## src/rtl/upl_pkg.sv

```systemverilog
package upl_pkg;
   localparam int BYTE_W = 8;
   localparam int IMG_AW = 16;   // two address bytes per image index

   typedef enum logic [2:0] {
      ST_IDLE,
      ST_ALO,
      ST_AHI,
      ST_RD,
      ST_CHK,
      ST_FLAG,
      ST_FIN
   } upl_state_e;
endpackage

```

## src/rtl/upl_sum.sv

```systemverilog
module upl_sum
   import upl_pkg::*;
(
   input  logic              clk,
   input  logic              rst_n,
   input  logic              clr,
   input  logic              byte_v,
   input  logic [BYTE_W-1:0] byte_in,
   input  logic [IMG_AW-1:0] idx,
   input  logic [IMG_AW-1:0] len,
   output logic              sum_ok
);
   logic [IMG_AW-1:0] acc;
   logic [BYTE_W-1:0] chk_lo, chk_hi;
   logic [IMG_AW-1:0] total;
   logic              in_body;

   // bytes 0 and 1 always belong to the summed body (length >= 4)
   assign in_body = (idx < IMG_AW'(2)) || (idx < (len - IMG_AW'(2)));
   assign total   = acc + {chk_hi, chk_lo};
   assign sum_ok  = (total == '0);

   always_ff @(posedge clk or negedge rst_n) begin
      if (!rst_n) begin
         acc    <= '0;
         chk_lo <= '0;
         chk_hi <= '0;
      end else if (clr) begin
         acc    <= '0;
         chk_lo <= '0;
         chk_hi <= '0;
      end else if (byte_v) begin
         if (in_body)
            acc <= acc + IMG_AW'(byte_in);
         else if (idx == len - IMG_AW'(2))
            chk_lo <= byte_in;
         else
            chk_hi <= byte_in;
      end
   end

   AST_IDX_IN_RANGE: assert property (@(posedge clk) disable iff (!rst_n)
      (byte_v && idx >= IMG_AW'(2)) |-> (idx < len));
endmodule

```

## src/rtl/upl_ctl.sv

```systemverilog
module upl_ctl
   import upl_pkg::*;
#(
   parameter int                MAX_LEN   = 4096,
   parameter int                MEM_AW    = 16,
   parameter logic [MEM_AW-1:0] MEM_BASE  = 16'h7020,
   parameter logic [7:0]        PORT_ALO  = 8'h13,
   parameter logic [7:0]        PORT_AHI  = 8'h14,
   parameter logic [7:0]        PORT_DAT  = 8'h11,
   parameter logic [7:0]        PORT_CTL  = 8'h10,
   parameter int                FLAG_BIT  = 1
) (
   input  logic              clk,
   input  logic              rst_n,
   input  logic              start,
   input  logic              bus_rdy,
   input  logic [BYTE_W-1:0] bus_rdata,
   input  logic              sum_ok,
   output logic [7:0]        bus_addr,
   output logic              bus_wr,
   output logic              bus_rd,
   output logic [BYTE_W-1:0] bus_wdata,
   output logic              mem_we,
   output logic [MEM_AW-1:0] mem_addr,
   output logic [BYTE_W-1:0] mem_wdata,
   output logic              byte_v,
   output logic              clr,
   output logic [IMG_AW-1:0] idx,
   output logic [IMG_AW-1:0] len,
   output logic              done,
   output logic              pass
);
   localparam logic [BYTE_W-1:0] FLAG_VAL = BYTE_W'(1) << FLAG_BIT;

   upl_state_e        st, st_nx;
   logic [IMG_AW-1:0] hdr_len;
   logic              len_short, len_long, len_bad, last_byte;

   assign hdr_len   = {bus_rdata, len[BYTE_W-1:0]};
   assign len_short = (hdr_len < IMG_AW'(4));

   generate
      if (MAX_LEN >= 65535) begin : g_nolimit
         assign len_long = 1'b0;
      end else begin : g_limit
         assign len_long = (hdr_len > IMG_AW'(MAX_LEN));
      end
   endgenerate

   assign len_bad   = len_short || len_long;
   assign last_byte = (idx >= IMG_AW'(2)) && (idx == len - IMG_AW'(1));

   always_comb begin
      st_nx     = st;
      bus_addr  = '0;
      bus_wr    = 1'b0;
      bus_rd    = 1'b0;
      bus_wdata = '0;
      byte_v    = 1'b0;
      clr       = 1'b0;
      done      = 1'b0;
      unique case (st)
         ST_IDLE: if (start) begin
            clr   = 1'b1;
            st_nx = ST_ALO;
         end
         ST_ALO: begin
            bus_wr    = 1'b1;
            bus_addr  = PORT_ALO;
            bus_wdata = idx[BYTE_W-1:0];
            if (bus_rdy) st_nx = ST_AHI;
         end
         ST_AHI: begin
            bus_wr    = 1'b1;
            bus_addr  = PORT_AHI;
            bus_wdata = idx[IMG_AW-1:BYTE_W];
            if (bus_rdy) st_nx = ST_RD;
         end
         ST_RD: begin
            bus_rd   = 1'b1;
            bus_addr = PORT_DAT;
            if (bus_rdy) begin
               byte_v = 1'b1;
               if (idx == IMG_AW'(1) && len_bad) st_nx = ST_FIN;
               else if (last_byte)               st_nx = ST_CHK;
               else                              st_nx = ST_ALO;
            end
         end
         ST_CHK:  st_nx = sum_ok ? ST_FLAG : ST_FIN;
         ST_FLAG: begin
            bus_wr    = 1'b1;
            bus_addr  = PORT_CTL;
            bus_wdata = FLAG_VAL;
            if (bus_rdy) st_nx = ST_FIN;
         end
         ST_FIN: begin
            done  = 1'b1;
            st_nx = ST_IDLE;
         end
         default: st_nx = ST_IDLE;
      endcase
   end

   assign mem_we    = byte_v;
   assign mem_wdata = bus_rdata;
   assign mem_addr  = MEM_BASE + MEM_AW'(idx);

   always_ff @(posedge clk or negedge rst_n) begin
      if (!rst_n) begin
         st   <= ST_IDLE;
         idx  <= '0;
         len  <= '0;
         pass <= 1'b0;
      end else begin
         st <= st_nx;
         if (clr) begin
            idx  <= '0;
            len  <= '0;
            pass <= 1'b0;
         end
         if (byte_v) begin
            if (idx == IMG_AW'(0)) len[BYTE_W-1:0]      <= bus_rdata;
            if (idx == IMG_AW'(1)) len[IMG_AW-1:BYTE_W] <= bus_rdata;
            if (st_nx == ST_ALO)   idx <= idx + IMG_AW'(1);
         end
         if (st == ST_CHK && sum_ok) pass <= 1'b1;
      end
   end

   AST_ONE_STROBE: assert property (@(posedge clk) disable iff (!rst_n)
      !(bus_wr && bus_rd));
   AST_HOLD_WR: assert property (@(posedge clk) disable iff (!rst_n)
      (bus_wr && !bus_rdy) |=> (bus_wr && $stable(bus_addr) && $stable(bus_wdata)));
   AST_HOLD_RD: assert property (@(posedge clk) disable iff (!rst_n)
      (bus_rd && !bus_rdy) |=> (bus_rd && $stable(bus_addr)));
   AST_MEM_ON_READ: assert property (@(posedge clk) disable iff (!rst_n)
      mem_we |-> (bus_rd && bus_rdy && bus_addr == PORT_DAT));
   AST_FLAG_ONLY_PASS: assert property (@(posedge clk) disable iff (!rst_n)
      (bus_wr && bus_addr == PORT_CTL) |-> sum_ok);
   AST_DONE_PULSE: assert property (@(posedge clk) disable iff (!rst_n)
      done |=> !done);
endmodule

```

## src/rtl/upl_engine.sv

```systemverilog
module upl_engine
   import upl_pkg::*;
#(
   parameter int                MAX_LEN  = 4096,
   parameter int                MEM_AW   = 16,
   parameter logic [MEM_AW-1:0] MEM_BASE = 16'h7020,
   parameter int                FLAG_BIT = 1
) (
   input  logic              clk,
   input  logic              rst_n,
   input  logic              start,
   output logic [7:0]        bus_addr,
   output logic              bus_wr,
   output logic              bus_rd,
   output logic [7:0]        bus_wdata,
   input  logic [7:0]        bus_rdata,
   input  logic              bus_rdy,
   output logic              mem_we,
   output logic [MEM_AW-1:0] mem_addr,
   output logic [7:0]        mem_wdata,
   output logic              done,
   output logic              pass
);
   generate
      if (MAX_LEN < 4)
         $error("MAX_LEN must be at least 4");
      if (MAX_LEN > 65535)
         $error("MAX_LEN must fit the 16-bit length field");
      if (MEM_AW < 1 || MEM_AW > 32)
         $error("MEM_AW out of range");
      if (FLAG_BIT < 0 || FLAG_BIT >= BYTE_W)
         $error("FLAG_BIT must index a data bit");
   endgenerate

   logic              byte_v, clr, sum_ok;
   logic [IMG_AW-1:0] idx, len;

   upl_ctl #(
      .MAX_LEN (MAX_LEN),
      .MEM_AW  (MEM_AW),
      .MEM_BASE(MEM_BASE),
      .FLAG_BIT(FLAG_BIT)
   ) u_ctl (
      .clk      (clk),
      .rst_n    (rst_n),
      .start    (start),
      .bus_rdy  (bus_rdy),
      .bus_rdata(bus_rdata),
      .sum_ok   (sum_ok),
      .bus_addr (bus_addr),
      .bus_wr   (bus_wr),
      .bus_rd   (bus_rd),
      .bus_wdata(bus_wdata),
      .mem_we   (mem_we),
      .mem_addr (mem_addr),
      .mem_wdata(mem_wdata),
      .byte_v   (byte_v),
      .clr      (clr),
      .idx      (idx),
      .len      (len),
      .done     (done),
      .pass     (pass)
   );

   upl_sum u_sum (
      .clk    (clk),
      .rst_n  (rst_n),
      .clr    (clr),
      .byte_v (byte_v),
      .byte_in(bus_rdata),
      .idx    (idx),
      .len    (len),
      .sum_ok (sum_ok)
   );
endmodule

```

## config.mk

```make
export PLATFORM = sky130hd
export DESIGN_NAME = upl_engine
export DESIGN_NICKNAME = d
export VERILOG_FILES = /design/src/rtl/upl_pkg.sv /design/src/rtl/upl_sum.sv /design/src/rtl/upl_ctl.sv /design/src/rtl/upl_engine.sv
export SDC_FILE = /design/constraint.sdc
export NUM_CORES = 1
export LEC_CHECK = 0
export CORE_ASPECT_RATIO = 1.2
export CORE_MARGIN = 4
export CORE_UTILIZATION = 59
export CTS_BUF_LIST = sky130_fd_sc_hd__clkbuf_16
export CTS_CLUSTER_DIAMETER = 100
export DETAILED_ROUTE_END_ITERATION = 6
export DONT_BUFFER_PORTS = 1
export PLACE_DENSITY = 0.85
export SLEW_MARGIN = 20
export SYNTH_ARGS = -nofsm -noshare
export SYNTH_HDL_FRONTEND = slang
export SYNTH_SLANG_ARGS = --single-unit
```

## constraint.sdc

```tcl
create_clock -name clk -period 3.9 [get_ports clk]
set_clock_uncertainty 0.1 [all_clocks]
set_input_delay 0.195 -clock clk [delete_from_list [all_inputs] [get_ports clk]]
set_output_delay 0.195 -clock clk [all_outputs]
set_load 0.01 [all_outputs]
```

# Word-level counts from Yosys, hierarchy flattened
# Index checks and enable logic that the tools add are counted.
[op_classes]
addsub = 6
magnitude_cmp = 5
n_eq_ne = 12
muxes = 38
reduce_logical = 16
[op_table]
columns = ["operator", "n"]
rows = [
  ["$mux W16", 8],
  ["$mux W8", 10],
  ["$eq A16 B16 Y1", 2],
  ["$logic_not A16 Y1", 2],
  ["$pmux W8 S3", 1],
  ["$mux W3", 7],
  ["$pmux W5 S4", 1],
  ["$pmux W3 S6", 1],
  ["$add A15 B16 Y16 const A", 1],
  ["$add A16 B1 Y16 const B", 1],
  ["$add A16 B16 Y16", 1],
  ["$add A16 B8 Y16", 1],
  ["$eq A16 B1 Y1 const B", 1],
  ["$ge A16 B2 Y1 const B", 1],
  ["$gt A16 B13 Y1 const B", 1],
  ["$lt A16 B16 Y1", 1],
  ["$lt A16 B2 Y1 const B", 1],
  ["$lt A16 B3 Y1 const B", 1],
  ["$sub A16 B1 Y16 const B", 1],
  ["$sub A16 B2 Y16 const B", 1],
  ["$eq A3 B3 Y1 const B", 3],
  ["$mux W1", 9],
  ["$reduce_bool A2 Y1", 4],
  ["$eq A3 B1 Y1 const B", 2],
  ["9 further kinds", 15],
]
[word_totals]
reg_bits = 68
input_bits = 12
output_inout_bits = 45

# Longest topological paths before layout
# Gate-level depths: netlist of run 1.
[depth]
depth_word = 10
depth_mapped = 18
ltp_nobuf = 15

# Hierarchy
# From an unflattened synthesis of run 1, not the netlist that was laid out.
[hier_totals]
hier_cells = 723
hier_area_um2 = 6174.7
[modules_own_cells]
columns = ["module", "n_inst", "cells_per_inst", "area_per_inst_um2", "seq_area_each_um2"]
rows = [
  ["upl_sum", 1, 345, 3091.7, 800.8],
  ["upl_ctl", 1, 378, 3083.0, 900.9],
]

# Worst setup path before layout of run 1
# OpenSTA, ideal clock, no wires.
[synth_path]
kind = "reg2reg"
start = "register u_ctl.len[4]"
end = "register u_sum.acc[15]"
setup_ps = 77
arrival_ps = 3890
t_required_ps = 3723
slack_ps = -167
path_stages_with_launch = 18
path_cell_list = "dfrtp_1 > buf_6 > or4_1 > buf_2 > nor3_1 > nand2_1 > nor3_1 > nand2_1 > xor2_1 > ha_1 > and2_1 > nand3b_1 > nor2_1 > a221o_1 > a21oi_1 > nand4_1 > or4_1 > a21oi_1"
[synth_via]
elab_chain_cells = 5
[synth_lines]
columns = ["item", "line_no", "source"]
rows = [
  ["start, declared", "upl_ctl.sv:29", "output logic [IMG_AW-1:0] len,"],
  ["start signal, assigned by index", "upl_ctl.sv:122", "if (idx == IMG_AW'(0)) len[BYTE_W-1:0] <= bus_rdata;"],
  ["start signal, assigned by index", "upl_ctl.sv:123", "if (idx == IMG_AW'(1)) len[IMG_AW-1:BYTE_W] <= bus_rdata;"],
  ["$sub A16 B2 Y16", "upl_sum.sv:19", "assign in_body = (idx < IMG_AW'(2)) || (idx < (len - IMG_AW'(2)));"],
  ["$lt A16 B16 Y1", "upl_sum.sv:19", ""],
  ["$logic_or A1 B1 Y1", "upl_sum.sv:19", ""],
  ["$reduce_bool A2 Y1 (no source line)", "--", ""],
  ["$reduce_and A2 Y1 (no source line)", "--", ""],
  ["end signal, assigned", "upl_sum.sv:34", "acc <= acc + IMG_AW'(byte_in);"],
  ["end, declared", "upl_sum.sv:13", "logic [IMG_AW-1:0] acc;"],
]
# No other way between the ends.
# A chain may end at the register's enable or synchronous reset.

# Worst setup path after layout of run 1
[layout_path]
start = "register u_ctl.len[3]"
end = "register u_sum.chk_lo[0]"
[layout_via]
elab_chain_cells = 5
elab_cells_between_ends = 7
[layout_lines]
columns = ["item", "line_no", "source"]
rows = [
  ["$sub A16 B2 Y16 *", "upl_sum.sv:19, upl_sum.sv:35", ""],
  ["$lt A16 B16 Y1", "upl_sum.sv:19", ""],
  ["$logic_or A1 B1 Y1", "upl_sum.sv:19", ""],
  ["$ne A2 B2 Y1 (no source line)", "--", ""],
  ["$reduce_and A3 Y1 (no source line) *", "--", ""],
  ["end signal, assigned", "upl_sum.sv:36", "chk_lo <= byte_in;"],
  ["end, declared", "upl_sum.sv:14", "logic [BYTE_W-1:0] chk_lo, chk_hi;"],
]
# Every way passes the cells marked *; elsewhere a longest branch is shown, timed or not.

==> summary.txt, run 1 <==
Logic synthesis
  • Mean Syn Cell Area: 8.34 µm²
  • Fraction of registers with async set or reset after synthesis: 1.00
  • Sequential area share after synthesis: 0.286
  • Top FF cell, synth: dfrtp_1
  • Syn. warnings: 0
  • Unique masters post-synth: 64
  • Yosys top cell by area: dfrtp_1
  • Post-synthesis cell count: 713
  • Post-Syn Area: 0.00595 mm²
  • Yosys reg bits: 68
  • Top cell type's share of synthesized area: 0.286
  • Number of synthesized flops with an enable pin: 0
  • Synth area leaders: dfrtp_1 29%, ha_1 9.9%, xor2_1 4.7%

Finish
  • Layout cells sized above 1: 0.0997
  • Cell area after layout: 0.00652 mm²
  • Multi-input logic area: 0.00392 mm²
  • Final nets: 768
  • Fillers: 796
  • Final std cells w/o fill: 835
  • Antenna cell count: 0
  • Area delta synth->final: 9.62%
  • Register area: 0.00170 mm²

Place
  • DP Area: 0.00596 mm²
  • Port Buf Inserts: 0
  • Gp weighted congestion: 0.927
  • Place WS: -52.3 ps
  • HPWL reported at the end of detailed placement: 11600 µm
  • Placed insts: 800

STA
  • Worst-margin pin slew: 731 ps
  • Final number of hold-violating endpoints: 0
  • Max-slew violations: 0
  • Final setup margin: 10.8 ps
  • # setup viols final: 0
  • Fmax: 0.257 GHz
  • Slew margin rel.: 0.512
  • Fin crit period: 3890 ps
  • RSZ-0062 raised after global routing: yes
  • Final worst-path cycle share: 0.997
  • Hold_ws: 74.3 ps

Routing
  • WL/cell: 20.1 µm
  • First-pass DRT Iterations: 5
  • Detail Route Antenna Nets: 0
  • DRC: 0
  • DR vias/cell: 6.50
  • Routed wire length: 16700 µm
  • Initial DRC Count: 306
  • Vias: 5426

Clock tree
  • Clk slew on worst S/H paths: 60 ps
  • H-tree levels: 3
  • CTS max path bufs: 2
  • Clk_lat worst skew: 340 ps
  • Number of clock sinks: 68
  • Num CTS Buffers: 9
  • CTS tree: done
  • Root Buffer: clkbuf_16

Setup path
  • Most frequent CP cell: nor3_4
  • Worst Setup Path Type: register to register
  • Setup crit start kind: register
  • Crit path capture type: register
  • Crit path DAT: 4010 ps
  • RR Endpoint: u_sum.chk_lo[0]$_DFFE_PN0P_
  • Critical Path RT: 4020 ps
  • Cell Chain, Critical Path: or4_4 -> nor3_4 -> nand2_2 -> nor3_4 -> nand2_1 -> xor2_1 -> ha_1 -> and2_4 -> nand3b_1 -> nor2_2 -> a221o_1 -> nand3_2 -> nor4b_4 -> buf_6 -> mux2i_2 -> nor2_1
  • Crit path largest cell delay: 570 ps
  • Worst path bufs/invs: 1
  • Reg-to-Reg Start: u_ctl.len[3]$_DFF_PN0_
  • Register-to-Register Path Depth: 16
  • Reg2reg setup slack: 10 ps
  • CP max stage cell: or4_4
  • CP Max Fanout: 8
  • Top delay family on crit path: simple AND/OR/NAND/NOR gates
  • Instance count on the critical path: 16

Floorplanning
  • IO Count: 57
  • Starting Density: 0.615
  • Die Y-Extent: 118 µm
  • Die area: 0.0118 mm²
  • Placement Rows: 39
  • Core area: 0.00966 mm²
  • Die Width: 99.6 µm

Global routing
  • Largest net degree at the start of global routing: 69
  • Initial antenna violation count: 0
  • All-layer global routing usage: 0.284
  • Vias in the first global route: 5307
  • First-pass GRT wire length: 26600 µm
  • Gr ovfl total: 0

Pwr
  • Worst vdd ir: 252 µV
  • Final Power: 4.08 mW
  • Leak pwr: 3.03 nW
  • PwrDens: 626 mW/mm²

Worst hold path
  • Worst Hold Launch: bus_rdy
  • Hold Path Stages: 2
  • Min-delay worst type: input pin to register
  • WHS Endpoint: u_ctl.st[1]$_DFF_PN0_

Status
  • Outcome: finished clean

Job
  • Maximum capacitance violations: 0
-- layer usage --
| layer | global-route usage | wire length [µm] | vias up |
|---|---|---|---|
| met4 | 0.135 | 643 | 0 |
| met2 | 0.489 | 8850 | 184 |
| met5 | 0 | 0 | - |
| met1 | 0.336 | 6420 | 2662 |
| li1 | - | - | 2523 |
| met3 | 0.0510 | 839 | 57 |
-- cell type report --
| cell class | count | area share |
|---|---|---|
| Clock inverter | 7 | 0.00518 |
| Tap cell | 123 | 0.0236 |
| Multi-Input combinational cell | 553 | 0.601 |
| Timing Repair Buffer | 41 | 0.0553 |
| Sequential cell | 68 | 0.261 |
| Inverter | 34 | 0.0196 |
| Clock buffer | 9 | 0.0346 |
-- power breakdown --
part           internal (mW)  switching, mW
Combinational          0.945           1.32
Clock                  0.419          0.309
Sequential             0.843          0.243
-- sequential cells by signal, indices dropped and copies added (netlist names) --
| signal | count |
|---|---|
| u_ctl.idx | 16 |
| u_ctl.len | 16 |
| u_sum.acc | 16 |
| u_sum.chk_hi | 8 |
| u_sum.chk_lo | 8 |
| u_ctl.st | 3 |
| u_ctl.pass | 1 |
-- Yosys cell counts, types with 21 or more instances --
master	count
o21ai_0	49
clkbuf_1	34
mux2i_1	24
xnor2_1	28
xor2_1	32
nor3_1	21
nand2_1	48
ha_1	47
nor2_1	53
nand3_1	50
a21oi_1	25
inv_1	34
dfrtp_1	68
-- worst max-delay path by stage --
stage / endpoint / from
2_1_floorplan: u_sum.acc[15]$_DFFE_PN0P_ / u_ctl.len[4]$_DFF_PN0_
3_3_place_gp: u_sum.acc[15]$_DFFE_PN0P_ / u_ctl.len[6]$_DFF_PN0_
3_5_place_dp: u_sum.acc[13]$_DFFE_PN0P_ / u_ctl.len[6]$_DFF_PN0_
4_1_cts: u_sum.chk_lo[0]$_DFFE_PN0P_ / u_ctl.len[6]$_DFF_PN0_
5_1_grt: u_sum.acc[15]$_DFFE_PN0P_ / u_ctl.len[3]$_DFF_PN0_
6_report: u_sum.chk_lo[0]$_DFFE_PN0P_ / u_ctl.len[3]$_DFF_PN0_
-- cell families after synthesis --
group / count (synthesis) / synth area share
simple gates: 264 / 0.231
compound gates: 151 / 0.169
buf+inv: 95 / 0.0768
flops: 68 / 0.286
xor+xnor: 60 / 0.0884
fa+ha+maj: 49 / 0.106
mux: 25 / 0.0423
other cells: 1 / 0.000631
-- cell usage in the layout (no fill, tap or decap), types with 9 or more instances in the layout --
cell type	Yosys	final
dfrtp_1	68	68
nor2_1	53	50
o21ai_0	49	48
nand3_1	50	48
nand2_1	48	47
ha_1	47	47
inv_1	34	34
xor2_1	32	32
xnor2_1	28	28
buf_4	19	28
a21oi_1	25	23
mux2i_1	24	23
nor3_1	21	17
and3_1	13	13
nand4_1	13	13
a21o_1	10	10
nor3b_1	10	10
dlygate4sd3_1	0	10
nor2b_1	9	9
a211o_1	9	9
clkbuf_16	0	9
-- what timing repair did --
| action | 4_1_cts | 5_1_grt |
|---|---|---|
| buffers inserted | 0 | 9 |
| resized for setup | 2 | 22 |
| hold buffers | 11 | 0 |
| pin swaps | 1 | 13 |
| endpoints found under the setup margin | 3 | 25 |
| hold endpoints to repair | 102 | 0 |
-- metrics by stage --
stage | utilization | TNS [ps]
CTS | 0.657 | 0
global placement | 0.617 | 0
floorplan | - | 0
finish | 0.675 | 0
detailed placement | 0.617 | -52.3
global route | 0.675 | -2830
Power figures use the tool's default switching activity.
==> run 2: changes to the inputs <==
Settings changed: SETUP_SLACK_MARGIN from default to 0.15.
==> run 2 against run 1 <==
Net effect: sequential power is essentially flat; setup slack better by 63 ps; critical path type unchanged; register-to-register slack gained 60 ps; cell count down 0.72%; die area is the same; sequential share of layout area rose by 0.33 points; global-route usage rose by 0.17 points; clock power decreased by 3.6%; critical endpoint is now u_sum.acc[15]$_DFFE_PN0P_; hold slack lost 60 ps.
==> summary.txt, run 2 (synthesized netlist as in run 1, its figures left out) <==
Setup path
  • CP Max Fanout: 4 (-4)
  • RR Endpoint: u_sum.acc[15]$_DFFE_PN0P_
  • Reg-to-Reg Start: u_ctl.len[6]$_DFF_PN0_
  • Setup crit start kind: register
  • Reg2reg setup slack: 70 ps (+60 ps)
  • Crit path DAT: 3980 ps (-30 ps)
  • Crit path capture type: register
  • Critical Path RT: 4050 ps (+30 ps)
  • Register-to-Register Path Depth: 15 (-1)
  • Worst Setup Path Type: register to register

Finish
  • Most frequent cells in the layout: 68 x dfrtp_1, 52 x nor2_1, 50 x nand3_1
  • Final std cells w/o fill: 829 (-0.72%)
  • Multi-input logic area: 0.00388 mm² (-0.93%)
  • Layout cells sized above 1: 0.0850 (-0.0147)
  • Biggest regs: u_ctl.idx: 16 flops, u_ctl.len: 16 flops, u_sum.acc: 16 flops
  • Final nets: 763 (-0.65%)
  • Cell area after layout: 0.00644 mm² (-1.2%)
  • Area delta synth->final: 8.25%
  • Fillers: 779 (-2.1%)
  • Antenna cell count: 0 (unchanged)
  • Register area: 0.00170 mm² (unchanged)
  • Most common cell after layout, fill and taps aside: dfrtp_1

STA
  • Final worst-path cycle share: 0.981 (-0.0162)
  • # setup viols final: 0 (unchanged)
  • Final number of hold-violating endpoints: 0 (unchanged)
  • Worst-margin pin slew: 779 ps (+48.1 ps)
  • Slew margin rel.: 0.479 (-0.0330)
  • Hold_ws: 14.0 ps (-60.3 ps)
  • Fmax: 0.261 GHz (+1.7%)
  • RSZ-0062 raised after global routing: yes
  • Max-slew violations: 0 (unchanged)
  • Fin crit period: 3830 ps (-63.2 ps)

Worst hold path
  • Worst Hold Launch: bus_rdy
  • WHS Endpoint: u_ctl.st[1]$_DFF_PN0_
  • Min-delay worst type: input pin to register
  • Hold Path Stages: 3 (+1)

Place
  • Gp weighted congestion: 0.930 (+0.33%)
  • Port Buf Inserts: 0 (unchanged)
  • Placed insts: 801 (+0.13%)
  • DP Area: 0.00597 mm² (+0.15%)
  • HPWL reported at the end of detailed placement: 11900 µm (+2.6%)

Routing
  • First-pass DRT Iterations: 5 (unchanged)
  • Routed wire length: 16600 µm (-1.1%)
  • Vias: 5470 (+0.81%)
  • Detail Route Antenna Nets: 0 (unchanged)
  • DR vias/cell: 6.60 (+1.5%)
  • DRC: 0 (unchanged)
  • Initial DRC Count: 277 (-9.5%)
  • WL/cell: 20.0 µm (-0.41%)

Global routing
  • Gr ovfl total: 0 (unchanged)
  • All-layer global routing usage: 0.285 (+0.00174)
  • Initial antenna violation count: 0 (unchanged)
  • First-pass GRT wire length: 27000 µm (+1.8%)
  • Vias in the first global route: 5504 (+3.7%)
  • Largest net degree at the start of global routing: 69 (unchanged)

Clock tree
  • Num CTS Buffers: 9 (unchanged)
  • Clk slew on worst S/H paths: 50 ps (about the same)
  • Clk_lat worst skew: 330 ps (about the same)
  • CTS max path bufs: 2 (unchanged)
  • Number of clock sinks: 68 (unchanged)
  • CTS tree: done
  • H-tree levels: 3 (unchanged)
  • Root Buffer: clkbuf_16

Floorplanning
  • IO Count: 57 (unchanged)
  • Placement Rows: 39 (unchanged)
  • Starting Density: 0.615 (unchanged)
  • Core area: 0.00966 mm² (unchanged)
  • Die Y-Extent: 118 µm (unchanged)
  • Die Width: 99.6 µm (unchanged)
  • Die area: 0.0118 mm² (unchanged)

Status
  • Outcome: finished clean

Pwr
  • Internal: 2.16 mW (-2.1%)
  • Leak pwr: 3.03 nW (about the same)
  • Sw frac: 0.456 (-0.00295)
  • Clock Power Share: 0.176 (-0.002)
  • PwrDens: 617 mW/mm² (-1.4%)
  • Worst vdd ir: 227 µV (-9.9%)
  • Reg power frac: 0.274 (+0.008)
  • Combinational share of power: 0.549 (-0.007)
  • Psw: 1.81 mW (-3.3%)

Job
  • Maximum capacitance violations: 0 (unchanged)
[run 2: cell count changes in the layout (fill, tap and decap cells not counted), moves of 3 or more]
cell | before | now
clkinv_1 | 5 | 0
inv_1 | 34 | 37
clkinv_2 | 0 | 3
buf_4 | 28 | 23
[run 2: final cells by class]
cell class                      count  area share
Clock inverter                      6     0.00408
Clock buffer                        9      0.0350
Sequential cell                    68       0.264
Multi-Input combinational cell    553       0.603
Inverter                           34      0.0198
Timing Repair Buffer               36      0.0502
Tap cell                          123      0.0239
[run 2: worst max-delay path by stage]
stage	from	endpoint	cells after the start
2_1_floorplan	u_ctl.len[4]$_DFF_PN0_	u_sum.acc[15]$_DFFE_PN0P_	17
4_1_cts	u_ctl.len[6]$_DFF_PN0_	u_sum.acc[15]$_DFFE_PN0P_	15
6_report	u_ctl.len[6]$_DFF_PN0_	u_sum.acc[15]$_DFFE_PN0P_	15
5_1_grt	u_ctl.len[6]$_DFF_PN0_	u_sum.acc[15]$_DFFE_PN0P_	15
3_3_place_gp	u_ctl.len[6]$_DFF_PN0_	u_sum.acc[15]$_DFFE_PN0P_	15
3_5_place_dp	u_ctl.len[6]$_DFF_PN0_	u_sum.acc[15]$_DFFE_PN0P_	15
[run 2: power by group through the flow]
stage / sequential (mW) / clock [mW] / combinational, mW
5_1_grt: 1.11 / 0.746 / 2.41
3_5_place_dp: 1.09 / 0 / 1.99
4_1_cts: 1.08 / 0.708 / 2.13
3_3_place_gp: 1.08 / 0 / 1.91
6_report: 1.09 / 0.701 / 2.18
2_1_floorplan: 0.953 / 0 / 1.64
[run 2: layer usage]
| metal | part of all wire | up-vias | global-route usage | wire length [µm] |
|---|---|---|---|---|
| met5 | 0 | - | 0 | 0 |
| met3 | 0.062 | 74 | 0.0504 | 1030 |
| met2 | 0.51 | 254 | 0.485 | 8410 |
| li1 | - | 2523 | - | - |
| met1 | 0.38 | 2619 | 0.335 | 6210 |
| met4 | 0.054 | 0 | 0.160 | 899 |
[run 2: metrics by stage]
| step | utilization | worst slack [ps] | TNS [ps] | power (mW) |
|---|---|---|---|---|
| global route | 0.666 | -97.6 | -911 | 4.27 |
| finish | 0.666 | 74.0 | 0 | 3.97 |
| CTS | 0.662 | 36.0 | 0 | 3.91 |
| global placement | 0.618 | 121 | 0 | 2.98 |
| floorplan | - | 42.7 | 0 | 2.59 |
| detailed placement | 0.618 | 30.9 | 0 | 3.08 |
[run 2: critical path: stages (launching register included)]
cell and delay, ps:
dfrtp_1 410, or4_4 550, nor3_2 120, nand2_1 110
nor3_2 200, buf_4 160, xnor2_2 50, ha_1 310
a21oi_2 140, o221ai_1 140, a21o_1 200, a221o_1 350
a21oi_2 160, nand4_1 130, or4_1 480, a21oi_1 160
[run 2: timing repair]
| action | 4_1_cts | 5_1_grt |
|---|---|---|
| pin swaps | 2 | 1 |
| hold buffers | 11 | 0 |
| endpoints found under the hold margin | 101 | 0 |
| resized for setup | 8 | 6 |
| setup buffers | 2 | 0 |
| endpoints found under the setup margin | 11 | 39 |
